**config.mk**
```make
export PLATFORM = sky130hd
export DESIGN_NAME = irq_ctl
export DESIGN_NICKNAME = d
export VERILOG_FILES = /design/src/rtl/irq_pkg.sv /design/src/rtl/irq_group.sv /design/src/rtl/irq_rdmux.sv /design/src/rtl/irq_ctl.sv
export SDC_FILE = /design/constraint.sdc
export NUM_CORES = 1
export LEC_CHECK = 0
export BUFFER_PORTS_ARGS = -buffer_cell sky130_fd_sc_hd__buf_2
export CORE_UTILIZATION = 45
export CTS_CLUSTER_DIAMETER = 120
export DETAILED_ROUTE_END_ITERATION = 6
export PLACE_DENSITY = 0.88
export SLEW_MARGIN = 20
export SYNTH_ARGS = -nofsm -noshare
export SYNTH_HDL_FRONTEND = slang
export SYNTH_SLANG_ARGS = --single-unit
```
**constraint.sdc**
```tcl
create_clock -name clk -period 2.7 [get_ports clk]
set_input_delay 0.135 -clock clk [delete_from_list [all_inputs] [get_ports clk]]
set_output_delay 0.135 -clock clk [all_outputs]
set_load 0.05 [all_outputs]
```
**src/rtl/irq_pkg.sv**
```systemverilog
package irq_pkg;
    localparam int unsigned REG_W = 32;
    localparam int unsigned ADR_W = 8;

    localparam logic [ADR_W-1:0] TX_BASE  = 8'h80;
    localparam logic [ADR_W-1:0] RX_BASE  = 8'hA0;
    localparam logic [ADR_W-1:0] ERR_BASE = 8'hB0;

    localparam logic [ADR_W-1:0] OFS_STAT = 8'h00;
    localparam logic [ADR_W-1:0] OFS_FILT = 8'h04;
    localparam logic [ADR_W-1:0] OFS_ON   = 8'h08;
    localparam logic [ADR_W-1:0] OFS_OFF  = 8'h0C;

    localparam logic [ADR_W-1:0] ADR_VEC  = 8'h90;
    localparam logic [ADR_W-1:0] ADR_EOI  = 8'h94;
endpackage

```
**src/rtl/irq_group.sv**
```systemverilog
module irq_group #(
    parameter int unsigned W = 8
) (
    input  logic         clk,
    input  logic         rst_n,
    input  logic [W-1:0] evt,
    input  logic [W-1:0] clr,
    input  logic         on_we,
    input  logic         off_we,
    input  logic [W-1:0] wbits,
    output logic [W-1:0] stat,
    output logic [W-1:0] mask
);
    typedef struct packed {
        logic [W-1:0] stat;
        logic [W-1:0] mask;
    } grp_t;

    grp_t st_d, st_q;

    always_comb begin
        st_d = st_q;
        // an event in the same cycle outlasts any clear
        st_d.stat = (st_q.stat & ~clr) | evt;
        if (on_we) begin
            st_d.mask = st_q.mask | wbits;
        end
        if (off_we) begin
            st_d.mask = st_d.mask & ~wbits;
        end
    end

    always_ff @(posedge clk) begin
        if (!rst_n) begin
            st_q <= '0;
        end else begin
            st_q <= st_d;
        end
    end

    assign stat = st_q.stat;
    assign mask = st_q.mask;
endmodule

```
**src/rtl/irq_rdmux.sv**
```systemverilog
module irq_rdmux
    import irq_pkg::*;
#(
    parameter int unsigned NCH  = 8,
    parameter int unsigned NDMA = 4,
    localparam int unsigned VW  = 2 * NCH + NDMA
) (
    input  logic [ADR_W-1:0] addr,
    input  logic [NCH-1:0]   tx_stat,
    input  logic [NCH-1:0]   tx_mask,
    input  logic [NCH-1:0]   rx_stat,
    input  logic [NCH-1:0]   rx_mask,
    input  logic [NDMA-1:0]  er_stat,
    input  logic [NDMA-1:0]  er_mask,
    input  logic [VW-1:0]    vec,
    output logic [REG_W-1:0] rdata
);
    always_comb begin
        rdata = '0;
        case (addr)
            TX_BASE  | OFS_STAT: rdata = REG_W'(tx_stat);
            TX_BASE  | OFS_FILT: rdata = REG_W'(tx_stat & tx_mask);
            TX_BASE  | OFS_ON,
            TX_BASE  | OFS_OFF:  rdata = REG_W'(tx_mask);
            RX_BASE  | OFS_STAT: rdata = REG_W'(rx_stat);
            RX_BASE  | OFS_FILT: rdata = REG_W'(rx_stat & rx_mask);
            RX_BASE  | OFS_ON,
            RX_BASE  | OFS_OFF:  rdata = REG_W'(rx_mask);
            ERR_BASE | OFS_STAT: rdata = REG_W'(er_stat);
            ERR_BASE | OFS_FILT: rdata = REG_W'(er_stat & er_mask);
            ERR_BASE | OFS_ON,
            ERR_BASE | OFS_OFF:  rdata = REG_W'(er_mask);
            ADR_VEC:             rdata = REG_W'(vec);
            default:             rdata = '0;
        endcase
    end
endmodule

```
**src/rtl/irq_ctl.sv**
```systemverilog
module irq_ctl
    import irq_pkg::*;
#(
    parameter int unsigned NCH  = 8,
    parameter int unsigned NDMA = 4,
    localparam int unsigned VW  = 2 * NCH + NDMA
) (
    input  logic             clk,
    input  logic             rst_n,
    input  logic             wr_en,
    input  logic [ADR_W-1:0] addr,
    input  logic [REG_W-1:0] wdata,
    output logic [REG_W-1:0] rdata,
    input  logic [NCH-1:0]   tx_evt,
    input  logic [NCH-1:0]   rx_evt,
    input  logic [NDMA-1:0]  dma_evt,
    input  logic [NCH-1:0]   tx_ack,
    input  logic [NCH-1:0]   rx_ack,
    input  logic [NDMA-1:0]  dma_ack,
    output logic             irq
);
    logic [NCH-1:0]  tx_stat, tx_mask, rx_stat, rx_mask;
    logic [NDMA-1:0] er_stat, er_mask;
    logic [VW-1:0]   vec;
    logic [VW-1:0]   eoi_bits;
    logic            eoi_we;
    logic            wdata_spare;

    assign eoi_we      = wr_en && (addr == ADR_EOI);
    assign eoi_bits    = eoi_we ? wdata[VW-1:0] : '0;
    assign wdata_spare = ^wdata[REG_W-1:VW];

    irq_group #(.W(NCH)) u_tx (
        .clk    (clk),
        .rst_n  (rst_n),
        .evt    (tx_evt),
        .clr    (tx_ack | eoi_bits[NCH-1:0]),
        .on_we  (wr_en && addr == (TX_BASE | OFS_ON)),
        .off_we (wr_en && addr == (TX_BASE | OFS_OFF)),
        .wbits  (wdata[NCH-1:0]),
        .stat   (tx_stat),
        .mask   (tx_mask)
    );

    irq_group #(.W(NCH)) u_rx (
        .clk    (clk),
        .rst_n  (rst_n),
        .evt    (rx_evt),
        .clr    (rx_ack | eoi_bits[2*NCH-1:NCH]),
        .on_we  (wr_en && addr == (RX_BASE | OFS_ON)),
        .off_we (wr_en && addr == (RX_BASE | OFS_OFF)),
        .wbits  (wdata[NCH-1:0]),
        .stat   (rx_stat),
        .mask   (rx_mask)
    );

    irq_group #(.W(NDMA)) u_er (
        .clk    (clk),
        .rst_n  (rst_n),
        .evt    (dma_evt),
        .clr    (dma_ack | eoi_bits[VW-1:2*NCH]),
        .on_we  (wr_en && addr == (ERR_BASE | OFS_ON)),
        .off_we (wr_en && addr == (ERR_BASE | OFS_OFF)),
        .wbits  (wdata[NDMA-1:0]),
        .stat   (er_stat),
        .mask   (er_mask)
    );

    assign vec = {er_stat & er_mask, rx_stat & rx_mask, tx_stat & tx_mask};
    assign irq = |vec;

    irq_rdmux #(.NCH(NCH), .NDMA(NDMA)) u_rd (
        .addr    (addr),
        .tx_stat (tx_stat),
        .tx_mask (tx_mask),
        .rx_stat (rx_stat),
        .rx_mask (rx_mask),
        .er_stat (er_stat),
        .er_mask (er_mask),
        .vec     (vec),
        .rdata   (rdata)
    );
endmodule

```
==> metrics.md <==
| Metric | Value |
|---|---|
| Synth area leader | dfxtp_1 |
| Die Area | 5880 um2 |
| I/O Buffers | 91 |
| Top sig layer | met4 |
| R2R Path Start | u_tx.stat[2] |
| Setup tns final | 0 ps |
| Share of post-route cells with drive strength above 1 | 27.1% |
| Critical-path top delay cell | or4_1 |
| Count leader, synth | a21oi_1 |
| Final Hold Viols | 0 |
| Fill cells | 471 |
| Cts repair resizes | 0 |
| Clk root buf | clkbuf_8 |
| Unrepaired setup endpoints after global routing | false |
| Synth Instances | 325 |
| Outcome | finished, final reports clean |
| Top-area cell type share of the netlist area | 31.9% |
| Mapped cell area | 2510 um2 |
| Data required, critical path | 2570 ps |
| Area of the multi-input gates | 1560 um2 |
| Core footprint | 5240 um2 |
| Switching power | 356 uW |
| Switching Share | 28.4% |
| Drt drc | 0 |
| Ports | 116 |
| Vias post-DR | 2,821 |
| Clk slew on worst S/H paths | 70 ps |
| CTS tree | built |
| Largest net degree at the start of global routing | 27 |
| # rows | 26 |
| Predominant post-synthesis flop cell | dfxtp_1 |
| Final wirelength | 7380 um |
| Final setup viols | 0 |
| Cell area after layout | 3060 um2 |
| Fin. max-slew vios | 0 |
| Drt wl/cell | 15.4 um |
| Pleak | 0.00135 uW |
| Syn Area/Cell | 7.72 um2 |
| First DRT Iteration DRCs | 257 |
| Later-pin clock latency in the skew report | 290 ps |
| Total internal power | 898 uW |
| Die width | 76.7 um |
| Post-CTS Setup Inserts | 0 |
| Area contributors post-synth | dfxtp_1, a21oi_1, o21a_1 |
| Synth cell count leaders | a21oi_1, dfxtp_1, nor2_1 |
| CP Cell Sequence | buf_2 > inv_1 > or4_1 > o22ai_1 > or3_1 > buf_2 |
| Vias in the first global route | 2,610 |
| Worst VDD drop | 0.000351 V |
| Sequential-to-total area share from yosys stat | 31.9% |
| # hold bufs at CTS | 0 |
| Reg area | 801 um2 |
| Placed cells | 471 |
| Htree depth | 2 |
| CTS Sinks | 40 |
| Clock period minus final worst setup slack | 2210 ps |
| Initial Utilization | 47.9% |
| Hold path start | rx_evt[4] |
| Initial antenna violation count | 0 |
| Clock skew | 0 ps |
| Max incr delay on CP | 660 ps |
| CTS buffer count | 5 |
| Worst slew pin tran | 596 ps |
| Fin cells | 479 |
| CP startpoint kind | primary input |
| CP arrival | 2080 ps |
| Fmax | 452 MHz |
| Register bit total from synthesis | 40 |
| Fin crit share | 81.9% |
| Total Routing Usage GR | 25.9% |
| Fraction of registers with async set/reset | 0% |
| Max-slew headroom at the worst pin | 60.2% |
| Gate power share | 16.7% |
| Vias per inst | 5.89 |
| Die Height | 76.7 um |
| DP HPWL | 5520 um |
| Hold Path Class | in2reg |
| Total gr overflow | 0 |
| CP startpoint | addr[5] |
| Antenna cells | 0 |
| First-pass GRT wire length | 12,100 um |
| Sequential power share | 50.3% |
| PwrDens | 410 nW/um2 |
| Total Nets Final | 491 |
| GPL Wtd Cong | 0.953 |
| CP Max Fanout | 21 |
| Unique masters post-synth | 46 |
| Max Cap Violations | 0 |
| Crit end category | output port |
| Met1 Wirelength | 3180 um |
| Most frequent cell on the critical path | buf_2 |
| Number of synthesized flops with an enable pin | 0 |
| Placed cell areas | 2970 um2 |
| Synth warnings | 0 |
| Met3 WL | 720 um |
| Kind of critical path | in2out |
| Routed wire length on met2 | 3330 um |
| Area growth from synthesis to layout | 21.8% |
| DRT antenna net count | 0 |
| Clock power frac | 33.0% |
| TritonRoute pass-1 iters | 5 |
| Clock buffer depth | 2 |
## stage by stage
step           hold slack [ps]  utilization [%]  power [uW]  worst slack (ps)
2_1_floorplan              251                -         779               627
3_3_place_gp               343             56.6         845               528
3_5_place_dp               348             56.6         851               515
4_1_cts                   39.8             58.4        1250               508
5_1_grt                   36.1             58.4        1300               370
6_report                  40.8             58.4        1250               489
## per-layer routing
layer,track usage [%],vias up
li1,-,1339
met1,34.1,1299
met2,42.0,169
met3,4.29,14
met4,10.2,0
met5,0,-
## cell usage in the layout, fill, tap and decap left out, drive strengths merged, types with 3 or more instances in the layout
cell type / instances
nor4: 3
nor3: 10
inv: 4
o21a: 20
clkbuf: 8
nor4b: 3
a21oi: 41
nand2: 24
o2bb2ai: 3
a31oi: 6
nand4: 4
o21ai: 7
and4: 3
a21o: 7
nand3: 14
conb: 12
a311oi: 8
o22ai: 6
mux2: 3
mux2i: 4
nor3b: 3
or3: 5
nor2: 25
and3: 9
nand2b: 21
dfxtp: 40
buf: 97
## final timing paths
kind / depth (start not counted) / slack [ps] / to
worst min register to register: 2 / 540 / register
worst max register to register: 3 / 1880 / u_tx.stat[2]
worst max-delay path: 6 / 490 / rdata[5]
worst min-delay path: 2 / 40 / u_rx.stat[4]
## logic make-up (layout without fill, tap and decap cells)
kind of cell | count (synthesis) | after routing | synth area share (%)
and+or+nand+nor | 131 | 131 | 28.7
muxes | 7 | 7 | 2.94
xor gates and xnor gates | 1 | 1 | 0.349
AOI/OAI and AO/OA | 108 | 108 | 27.8
other | 1 | 12 | 0.149
DFF | 40 | 40 | 31.9
buffers and inverters | 37 | 110 | 8.08
## power by group through the flow
stage,sequential (uW),combinational (uW),clock (uW)
final,631,210,414
after global routing,633,229,442
after CTS,631,208,415
after detailed placement,644,207,0
after global placement,644,201,0
after floorplan,636,143,0
## critical path, delay by kind of cell
family	cells	cell delay, ps
compound gates	1	210
buf+inv	3	940
simple gates	2	790
## area by class of cell
type | instances | share of cell area, %
inverter | 5 | 0.614
timing repair buffer | 97 | 16.4
tap | 70 | 2.87
clock buffer | 8 | 2.95
sequential | 40 | 26.2
multi-input combinational | 259 | 51.0
(Power assumes the default switching activity.)
